### config.mk
export PLATFORM = sky130hd
export DESIGN_NAME = nor_sector_eraser
export DESIGN_NICKNAME = d
export VERILOG_FILES = /design/src/rtl/nor_erase_pkg.sv /design/src/rtl/nes_step_rom.sv /design/src/rtl/nes_tick_gen.sv /design/src/rtl/nes_tmo_counter.sv /design/src/rtl/nor_sector_eraser.sv
export SDC_FILE = /design/constraint.sdc
export NUM_CORES = 1
export LEC_CHECK = 0
export ABC_CLOCK_PERIOD_IN_PS = 2820
export BUFFER_PORTS_ARGS = -buffer_cell sky130_fd_sc_hd__buf_2
export CAP_MARGIN = 20
export CORE_ASPECT_RATIO = 1.5
export CORE_MARGIN = 2
export CORE_UTILIZATION = 40
export DETAILED_ROUTE_END_ITERATION = 7
export GPL_TIMING_DRIVEN = 0
export PLACE_DENSITY = 0.66
export SLEW_MARGIN = 30
export SYNTH_ARGS = -nofsm -noshare
export SYNTH_HDL_FRONTEND = slang
export SYNTH_HIERARCHICAL = 1
export SYNTH_SLANG_ARGS = --single-unit
### constraint.sdc
create_clock -name clk -period 2.82 [get_ports clk]
set_clock_uncertainty 0.1 [all_clocks]
set_input_delay 0 -clock clk [delete_from_list [all_inputs] [get_ports clk]]
set_output_delay 0 -clock clk [all_outputs]
set_load 0.01 [all_outputs]
### src/rtl/nor_erase_pkg.sv
package nor_erase_pkg;

    typedef enum logic [1:0] {
        ST_IDLE  = 2'd0,
        ST_ISSUE = 2'd1,
        ST_GAP   = 2'd2
    } state_e;

    typedef enum logic [1:0] {
        ERC_NONE      = 2'd0,
        ERC_PROTECTED = 2'd1,
        ERC_TIMEOUT   = 2'd2
    } err_code_e;

    localparam int unsigned STEP_W = 4;
    localparam int unsigned OFF_W  = 12;

    // Job steps, in bus order
    localparam logic [STEP_W-1:0]
        STP_ID_UNLK_A = 4'd0,
        STP_ID_UNLK_B = 4'd1,
        STP_ID_ENTER  = 4'd2,
        STP_ID_READ   = 4'd3,
        STP_ID_EXIT   = 4'd4,
        STP_ER_UNLK_A = 4'd5,
        STP_ER_UNLK_B = 4'd6,
        STP_ER_SETUP  = 4'd7,
        STP_ER_UNLK_C = 4'd8,
        STP_ER_UNLK_D = 4'd9,
        STP_ER_SECTOR = 4'd10,
        STP_POLL      = 4'd11,
        STP_EXIT      = 4'd12;

    localparam logic [OFF_W-1:0]
        OFF_UNLK_A = 12'h555,
        OFF_UNLK_B = 12'h2AA,
        OFF_PROT   = 12'h002,
        OFF_BASE   = 12'h000;

    localparam logic [7:0]
        CMD_UNLK_A = 8'hAA,
        CMD_UNLK_B = 8'h55,
        CMD_IDENT  = 8'h90,
        CMD_ESETUP = 8'h80,
        CMD_SECTOR = 8'h30,
        CMD_ARRAY  = 8'hF0;

    typedef struct packed {
        logic             we;
        logic [OFF_W-1:0] off;
        logic [7:0]       cmd;
    } bus_op_t;

endpackage

### src/rtl/nes_step_rom.sv
module nes_step_rom
    import nor_erase_pkg::*;
(
    input  logic [STEP_W-1:0] step,
    output bus_op_t           op
);

    always_comb begin
        op = '0;
        case (step)
            STP_ID_UNLK_A: op = '{we: 1'b1, off: OFF_UNLK_A, cmd: CMD_UNLK_A};
            STP_ID_UNLK_B: op = '{we: 1'b1, off: OFF_UNLK_B, cmd: CMD_UNLK_B};
            STP_ID_ENTER:  op = '{we: 1'b1, off: OFF_UNLK_A, cmd: CMD_IDENT};
            STP_ID_READ:   op = '{we: 1'b0, off: OFF_PROT,   cmd: 8'h00};
            STP_ID_EXIT:   op = '{we: 1'b1, off: OFF_BASE,   cmd: CMD_ARRAY};
            STP_ER_UNLK_A: op = '{we: 1'b1, off: OFF_UNLK_A, cmd: CMD_UNLK_A};
            STP_ER_UNLK_B: op = '{we: 1'b1, off: OFF_UNLK_B, cmd: CMD_UNLK_B};
            STP_ER_SETUP:  op = '{we: 1'b1, off: OFF_UNLK_A, cmd: CMD_ESETUP};
            STP_ER_UNLK_C: op = '{we: 1'b1, off: OFF_UNLK_A, cmd: CMD_UNLK_A};
            STP_ER_UNLK_D: op = '{we: 1'b1, off: OFF_UNLK_B, cmd: CMD_UNLK_B};
            STP_ER_SECTOR: op = '{we: 1'b1, off: OFF_BASE,   cmd: CMD_SECTOR};
            STP_POLL:      op = '{we: 1'b0, off: OFF_BASE,   cmd: 8'h00};
            STP_EXIT:      op = '{we: 1'b1, off: OFF_BASE,   cmd: CMD_ARRAY};
            default:       op = '0;
        endcase
    end

endmodule

### src/rtl/nes_tick_gen.sv
module nes_tick_gen #(
    parameter int unsigned DIV = 8
) (
    input  logic clk,
    input  logic rst_n,
    input  logic clear,
    output logic tick
);

    localparam int unsigned CNT_W = (DIV > 1) ? $clog2(DIV) : 1;
    localparam logic [CNT_W-1:0] LAST = CNT_W'(DIV - 1);

    logic [CNT_W-1:0] cnt_d, cnt_q;

    assign tick = (cnt_q == LAST);

    always_comb begin
        cnt_d = cnt_q;
        if (clear || tick) begin
            cnt_d = '0;
        end else begin
            cnt_d = cnt_q + CNT_W'(1);
        end
    end

    always_ff @(posedge clk or negedge rst_n) begin
        if (!rst_n) begin
            cnt_q <= '0;
        end else begin
            cnt_q <= cnt_d;
        end
    end

endmodule

### src/rtl/nes_tmo_counter.sv
module nes_tmo_counter #(
    parameter int unsigned LIMIT = 4000
) (
    input  logic clk,
    input  logic rst_n,
    input  logic clear,
    input  logic tick,
    output logic expired
);

    localparam int unsigned CNT_W = $clog2(LIMIT + 1);
    localparam logic [CNT_W-1:0] TOP = CNT_W'(LIMIT);

    logic [CNT_W-1:0] cnt_d, cnt_q;

    assign expired = (cnt_q == TOP);

    always_comb begin
        cnt_d = cnt_q;
        if (clear) begin
            cnt_d = '0;
        end else if (tick && !expired) begin
            cnt_d = cnt_q + CNT_W'(1);
        end
    end

    always_ff @(posedge clk or negedge rst_n) begin
        if (!rst_n) begin
            cnt_q <= '0;
        end else begin
            cnt_q <= cnt_d;
        end
    end

endmodule

### src/rtl/nor_sector_eraser.sv
module nor_sector_eraser
    import nor_erase_pkg::*;
#(
    parameter int unsigned ADDR_W           = 24,
    parameter int unsigned LANES            = 2,
    parameter int unsigned LANE_W           = 16,
    parameter int unsigned SECTOR_WORDS     = 65536,
    parameter int unsigned CLK_FREQ_HZ      = 125_000_000,
    parameter int unsigned TICK_HZ          = 1000,
    parameter int unsigned ERASE_TIMEOUT_MS = 4000,
    parameter int unsigned POLL_GAP_CYC     = 64
) (
    input  logic                      clk,
    input  logic                      rst_n,
    input  logic                      start,
    input  logic [ADDR_W-1:0]         sector_addr,
    output logic                      busy,
    output logic                      done,
    output logic                      error,
    output logic [1:0]                err_code,
    output logic                      fl_req,
    output logic                      fl_we,
    output logic [ADDR_W-1:0]         fl_addr,
    output logic [LANES*LANE_W-1:0]   fl_wdata,
    input  logic [LANES*LANE_W-1:0]   fl_rdata,
    input  logic                      fl_ack
);

    localparam int unsigned TICK_DIV  = CLK_FREQ_HZ / TICK_HZ;
    localparam int unsigned TMO_TICKS = ERASE_TIMEOUT_MS * TICK_HZ / 1000;
    localparam int unsigned GAP_W     = $clog2(POLL_GAP_CYC + 1);
    localparam logic [ADDR_W-1:0] SECT_MASK = ADDR_W'(SECTOR_WORDS - 1);
    localparam logic [GAP_W-1:0]  GAP_LOAD  = GAP_W'(POLL_GAP_CYC - 1);

    typedef struct packed {
        state_e              st;
        logic [STEP_W-1:0]   step;
        logic [ADDR_W-1:0]   base;
        logic                prot;
        logic                tmo;
        logic [GAP_W-1:0]    gap;
        logic                done;
        logic                err;
        logic [1:0]          code;
    } regs_t;

    regs_t   d, q;
    bus_op_t op;
    logic    tmr_clear;
    logic    tick;
    logic    tmo_expired;
    logic [LANES-1:0] lane_b7;
    logic    all_ready;

    nes_step_rom u_rom (
        .step (q.step),
        .op   (op)
    );

    nes_tick_gen #(.DIV(TICK_DIV)) u_tick (
        .clk   (clk),
        .rst_n (rst_n),
        .clear (tmr_clear),
        .tick  (tick)
    );

    nes_tmo_counter #(.LIMIT(TMO_TICKS)) u_tmo (
        .clk     (clk),
        .rst_n   (rst_n),
        .clear   (tmr_clear),
        .tick    (tick),
        .expired (tmo_expired)
    );

    // Per-lane command replication and status bit extraction
    for (genvar k = 0; k < LANES; k++) begin : g_lane
        assign fl_wdata[k*LANE_W +: LANE_W] = LANE_W'(op.cmd);
        assign lane_b7[k] = fl_rdata[k*LANE_W + 7];
    end

    assign all_ready = &lane_b7;

    assign busy     = (q.st != ST_IDLE);
    assign done     = q.done;
    assign error    = q.err;
    assign err_code = q.code;
    assign fl_req   = (q.st == ST_ISSUE);
    assign fl_we    = op.we;
    assign fl_addr  = q.base | ADDR_W'(op.off);

    always_comb begin
        d         = q;
        d.done    = 1'b0;
        tmr_clear = 1'b0;
        case (q.st)
            ST_IDLE: begin
                if (start) begin
                    d.st   = ST_ISSUE;
                    d.step = STP_ID_UNLK_A;
                    d.base = sector_addr & ~SECT_MASK;
                    d.prot = 1'b0;
                    d.tmo  = 1'b0;
                    d.err  = 1'b0;
                    d.code = ERC_NONE;
                end
            end
            ST_ISSUE: begin
                if (fl_ack) begin
                    d.step = q.step + STEP_W'(1);
                    case (q.step)
                        STP_ID_READ: begin
                            d.prot = |fl_rdata;
                        end
                        STP_ID_EXIT: begin
                            if (q.prot) begin
                                d.st   = ST_IDLE;
                                d.done = 1'b1;
                                d.err  = 1'b1;
                                d.code = ERC_PROTECTED;
                            end
                        end
                        STP_ER_SECTOR: begin
                            tmr_clear = 1'b1;
                            d.st      = ST_GAP;
                            d.gap     = GAP_LOAD;
                        end
                        STP_POLL: begin
                            if (!all_ready) begin
                                if (tmo_expired) begin
                                    d.tmo = 1'b1;
                                end else begin
                                    d.step = q.step;
                                    d.st   = ST_GAP;
                                    d.gap  = GAP_LOAD;
                                end
                            end
                        end
                        STP_EXIT: begin
                            d.st   = ST_IDLE;
                            d.done = 1'b1;
                            d.err  = q.tmo;
                            d.code = q.tmo ? ERC_TIMEOUT : ERC_NONE;
                        end
                        default: ;
                    endcase
                end
            end
            ST_GAP: begin
                if (q.gap == '0) begin
                    d.st = ST_ISSUE;
                end else begin
                    d.gap = q.gap - GAP_W'(1);
                end
            end
            default: d.st = ST_IDLE;
        endcase
    end

    always_ff @(posedge clk or negedge rst_n) begin
        if (!rst_n) begin
            q      <= '0;
            q.st   <= ST_IDLE;
            q.code <= ERC_NONE;
        end else begin
            q <= d;
        end
    end

endmodule

==> key figures <==
Routing
  – Vias: 3256
  – Routed wire length per instance: 13.0 um
  – Detailed Route Iter0 Violations: around 210
  – # DRC: 0
  – Final wirelength: 8.38 mm
  – Final ANT Viol Nets: 0
  – Vias/cell: 5.06
  – Drt first pass iters: 5

Timing
  – Final setup vio count: 0
  – Unrepaired setup endpoints after global routing: false
  – Min Tclk post-route: 2.63 ns
  – Setup TNS: 0 ns
  – Fin. max-slew vios: 0
  – Max Freq: around 380 MHz
  – Worst slew pin tran: 0.714 ns
  – Ratio of final minimum period to clock period: 93.2%
  – Slew headroom: 52.4%
  – Worst hold slack: 0.122 ns
  – Final Hold Violating Endpoints: 0

Placement
  – Port bufs: 85
  – Final Wtd Congestion: 0.828
  – Post-detail-place hpwl: roughly 6.5 mm

Synthesis
  – Mean Syn Cell Area: 9.17 um2
  – Flops & latches, synth: 56
  – Commonest register cell after synthesis: dfrtp_1
  – Sequential area share after synthesis: between 30% and 40%
  – Synth unique cells: 63
  – Post-synth ARST share: 100%
  – Synth Instances: 408
  – EDFF count, synth: 0
  – Post-Synthesis Cell Area: 0.00374 mm2
  – Warnings from Yosys: 6

Power
  – Internal power: 2.38 mW
  – Comb power frac: 52.4%
  – NetSw: roughly 1.6 mW
  – Leakage: 2.14 nW
  – Clock share of power: 15.9%
  – Power Density: about 850 mW/mm2
  – Sw Share: 39.6%
  – VDD IR max: about 0.68 mV
  – Sequential share of power: 31.7%

CTS
  – CTS tree: done
  – Clk Latency, worst-skew pair: 0.30 ns
  – Clk buf depth: 2
  – Clock sinks: 56
  – Clock buffer count from CTS: 5
  – Clock root buffer: clkbuf_16
  – H-tree depth: 2
  – Setup bufs post-CTS: 0
  – Clock transition at the registers of the reported paths: 0.07 ns

Critical path
  – Setup crit end kind: flip-flop
  – Worst path required time: 2.95 ns
  – Crit path cell chain: or4b_1 > nor4_2 > buf_2 > nand4_1 > or4_1 > a21oi_1
  – CP Class: flip-flop to flip-flop
  – Register-to-register setup slack: 0.19 ns
  – CP bufs+invs: 1
  – CP startpoint kind: flip-flop
  – Max stage delay on crit path: just under 0.6 ns
  – Slowest-stage cell, CP: or4b_1
  – Worst Path Arrival: 2.75 ns
  – Crit Path Max Fanout: 10
  – Delay-heaviest family, CP: simple AND/OR/NAND/NOR gates

Global routing
  – GR Layer Usage met3: approximately 2.6%
  – Busiest grt layer: met2
  – Routing usage on met2: 33.0%
  – Largest net degree at the start of global routing: 57
  – Vias in the first global route: 3205
  – Met1 usage: 17.5%
  – Initial antenna violation count: 0
  – GR Util All Layers: 16.6%
  – First-pass GRT wire length: 14.0 mm
  – Total grt overflow: 0

Finish
  – Layout cells sized above 1: 33.9%
  – Multi-input gate area: 0.00188 mm2
  – Fill cells: 877
  – Final-stage net count: 606
  – ANT cells: 0
  – FF+latch area: ~0.0014 mm2
  – Synth-to-Final Area Change: 24.0%

Min path
  – HP Class: input port to flip-flop

Die
  – Row count: 43
  – Die height: 122 um
  – Total core area: 0.00920 mm2
  – Die area: 0.0102 mm2
  – I/O Pins: 123
  – Die W: 83.0 um
  – Initial Util: roughly two fifths

Job
  – MaxCap Viol Count: 0

Outcome
  – Status: completed
-- stage by stage --
| stage | setup slack (ns) | std cells | total power [mW] | cell area [um2] | utilization, % |
|---|---|---|---|---|---|
| after floorplan | 0.496 | 427 | 2.68 | 3810 | - |
| after global placement | 0.200 | 624 | 3.26 | 4380 | 47.6 |
| after detailed placement | 0.128 | 624 | 3.32 | 4380 | 47.6 |
| after CTS | 0.130 | 643 | 3.97 | 4640 | 50.4 |
| after global routing | 0.0244 | 643 | 4.25 | 4640 | 50.4 |
| final | 0.191 | 643 | 3.94 | 4640 | 50.4 |
-- worst paths after layout --
check	startpoint	depth (start not counted)	endpoint
min reg2reg	u_tick/cnt_q[0]$_DFF_PN0_	1	u_tick/cnt_q[0]$_DFF_PN0_
max reg2reg	u_tick/cnt_q[9]$_DFF_PN0_	6	u_tmo/cnt_q[11]$_DFFE_PN0P_
min in group asynchronous	rst_n	2	u_tick/cnt_q[1]$_DFF_PN0_
max	u_tick/cnt_q[9]$_DFF_PN0_	6	u_tmo/cnt_q[11]$_DFFE_PN0P_
min	fl_rdata[7]	5	q[11]$_DFFE_PN0P_
max in group asynchronous	rst_n	2	q[10]$_DFFE_PN0P_
-- flip-flops by register name (all words and copies together), names as in the netlist --
register and flops:
err_code 2, u_tmo/cnt_q 12, error 1, u_tick/cnt_q 17
done 1, q 23
-- power groups by stage --
stage	combinational (mW)	sequential [mW]	clock, mW
after floorplan	1.49	1.20	0
after global placement	2.02	1.25	0
after detailed placement	2.06	1.26	0
after CTS	2.08	1.24	0.645
after global routing	2.29	1.29	0.669
final	2.07	1.25	0.626
-- placed cells by master, fill, tap and decap left out, types with 2 or more instances in the layout --
cell type,n
nand2_1,16
nand4b_1,2
inv_2,2
ha_1,16
buf_4,51
a211oi_1,2
a22o_1,2
xor2_1,4
nor3_2,2
clkbuf_16,5
buf_2,89
mux2_2,11
nand2b_1,4
a221o_1,2
and2b_1,2
clkbuf_1,4
conb_1,21
dlygate4sd3_1,11
nand3_1,13
buf_6,3
or4_1,6
a31oi_1,6
xnor2_1,14
a21oi_1,19
o22a_2,3
a211o_1,2
nand4_1,13
nor3_1,7
a21oi_2,3
nor2b_1,4
dfrtp_1,56
o2111ai_1,2
o31ai_1,5
o21ai_0,16
inv_1,21
or3_1,3
nor4_1,15
nand3b_1,3
nor2_1,43
-- area by class of cell --
| class | instances | area share (%) |
|---|---|---|
| clock buffer | 6 | 2.78 |
| buffer | 61 | 9.60 |
| tap | 112 | 3.02 |
| sequential | 56 | 30.2 |
| multi-input combinational | 287 | 40.6 |
| inverter | 23 | 1.86 |
| timing repair buffer | 96 | 11.6 |
| clock inverter | 2 | 0.350 |
-- worst reg2reg max path, stage by stage, from the launching register on --
cell	delay, ns
dfrtp_1	0.46
or4b_1	0.59
nor4_2	0.34
buf_2	0.26
nand4_1	0.22
or4_1	0.45
a21oi_1	0.15
-- cells in the mapped netlist (all sizes together) (3+ instances only) --
cell type	number	area, um2
nand3	13	65.1
ha	16	200
nand2	16	60.1
o22a	3	30.0
o21ai	18	93.8
or4	6	45.0
nand3b	3	22.5
nor2b	5	33.8
clkbuf	3	11.3
nor3	9	50.1
xnor2	14	123
mux2	12	135
buf	58	434
o31ai	5	37.5
nand4	13	81.3
nor4	16	106
nor2	43	161
xor2	4	35.0
inv	23	86.3
or3	4	26.3
dfrtp	56	1400
a31oi	6	37.5
a21oi	22	121
nand2b	4	25.0
-- cell families (layout without fill, tap and decap cells) --
family / after synthesis / in the layout / synth area share (%)
adders and majority gates: 16 / 16 / 5.35
AOI/OAI and AO/OA: 76 / 76 / 14.1
and+or+nand+nor: 144 / 144 / 20.9
DFF: 56 / 56 / 37.5
other: 2 / 21 / 0.201
muxes: 12 / 12 / 3.61
xor gates and xnor gates: 18 / 18 / 4.21
buffers and inverters: 84 / 188 / 14.2
-- layer usage --
metal	routed length, um	vias to the layer above
met1	3120	1556
met5	0	-
met3	360	9
li1	-	1619
met4	127	0
met2	4770	72
-- what timing repair did --
| item | CTS | global route |
|---|---|---|
| hold buffers | 11 | 0 |
| endpoints found under the hold margin | 65 | 0 |
| gates resized for setup | 0 | 1 |
| endpoints found under the setup margin | 0 | 1 |
No activity file was read; power rests on OpenSTA's default activity.
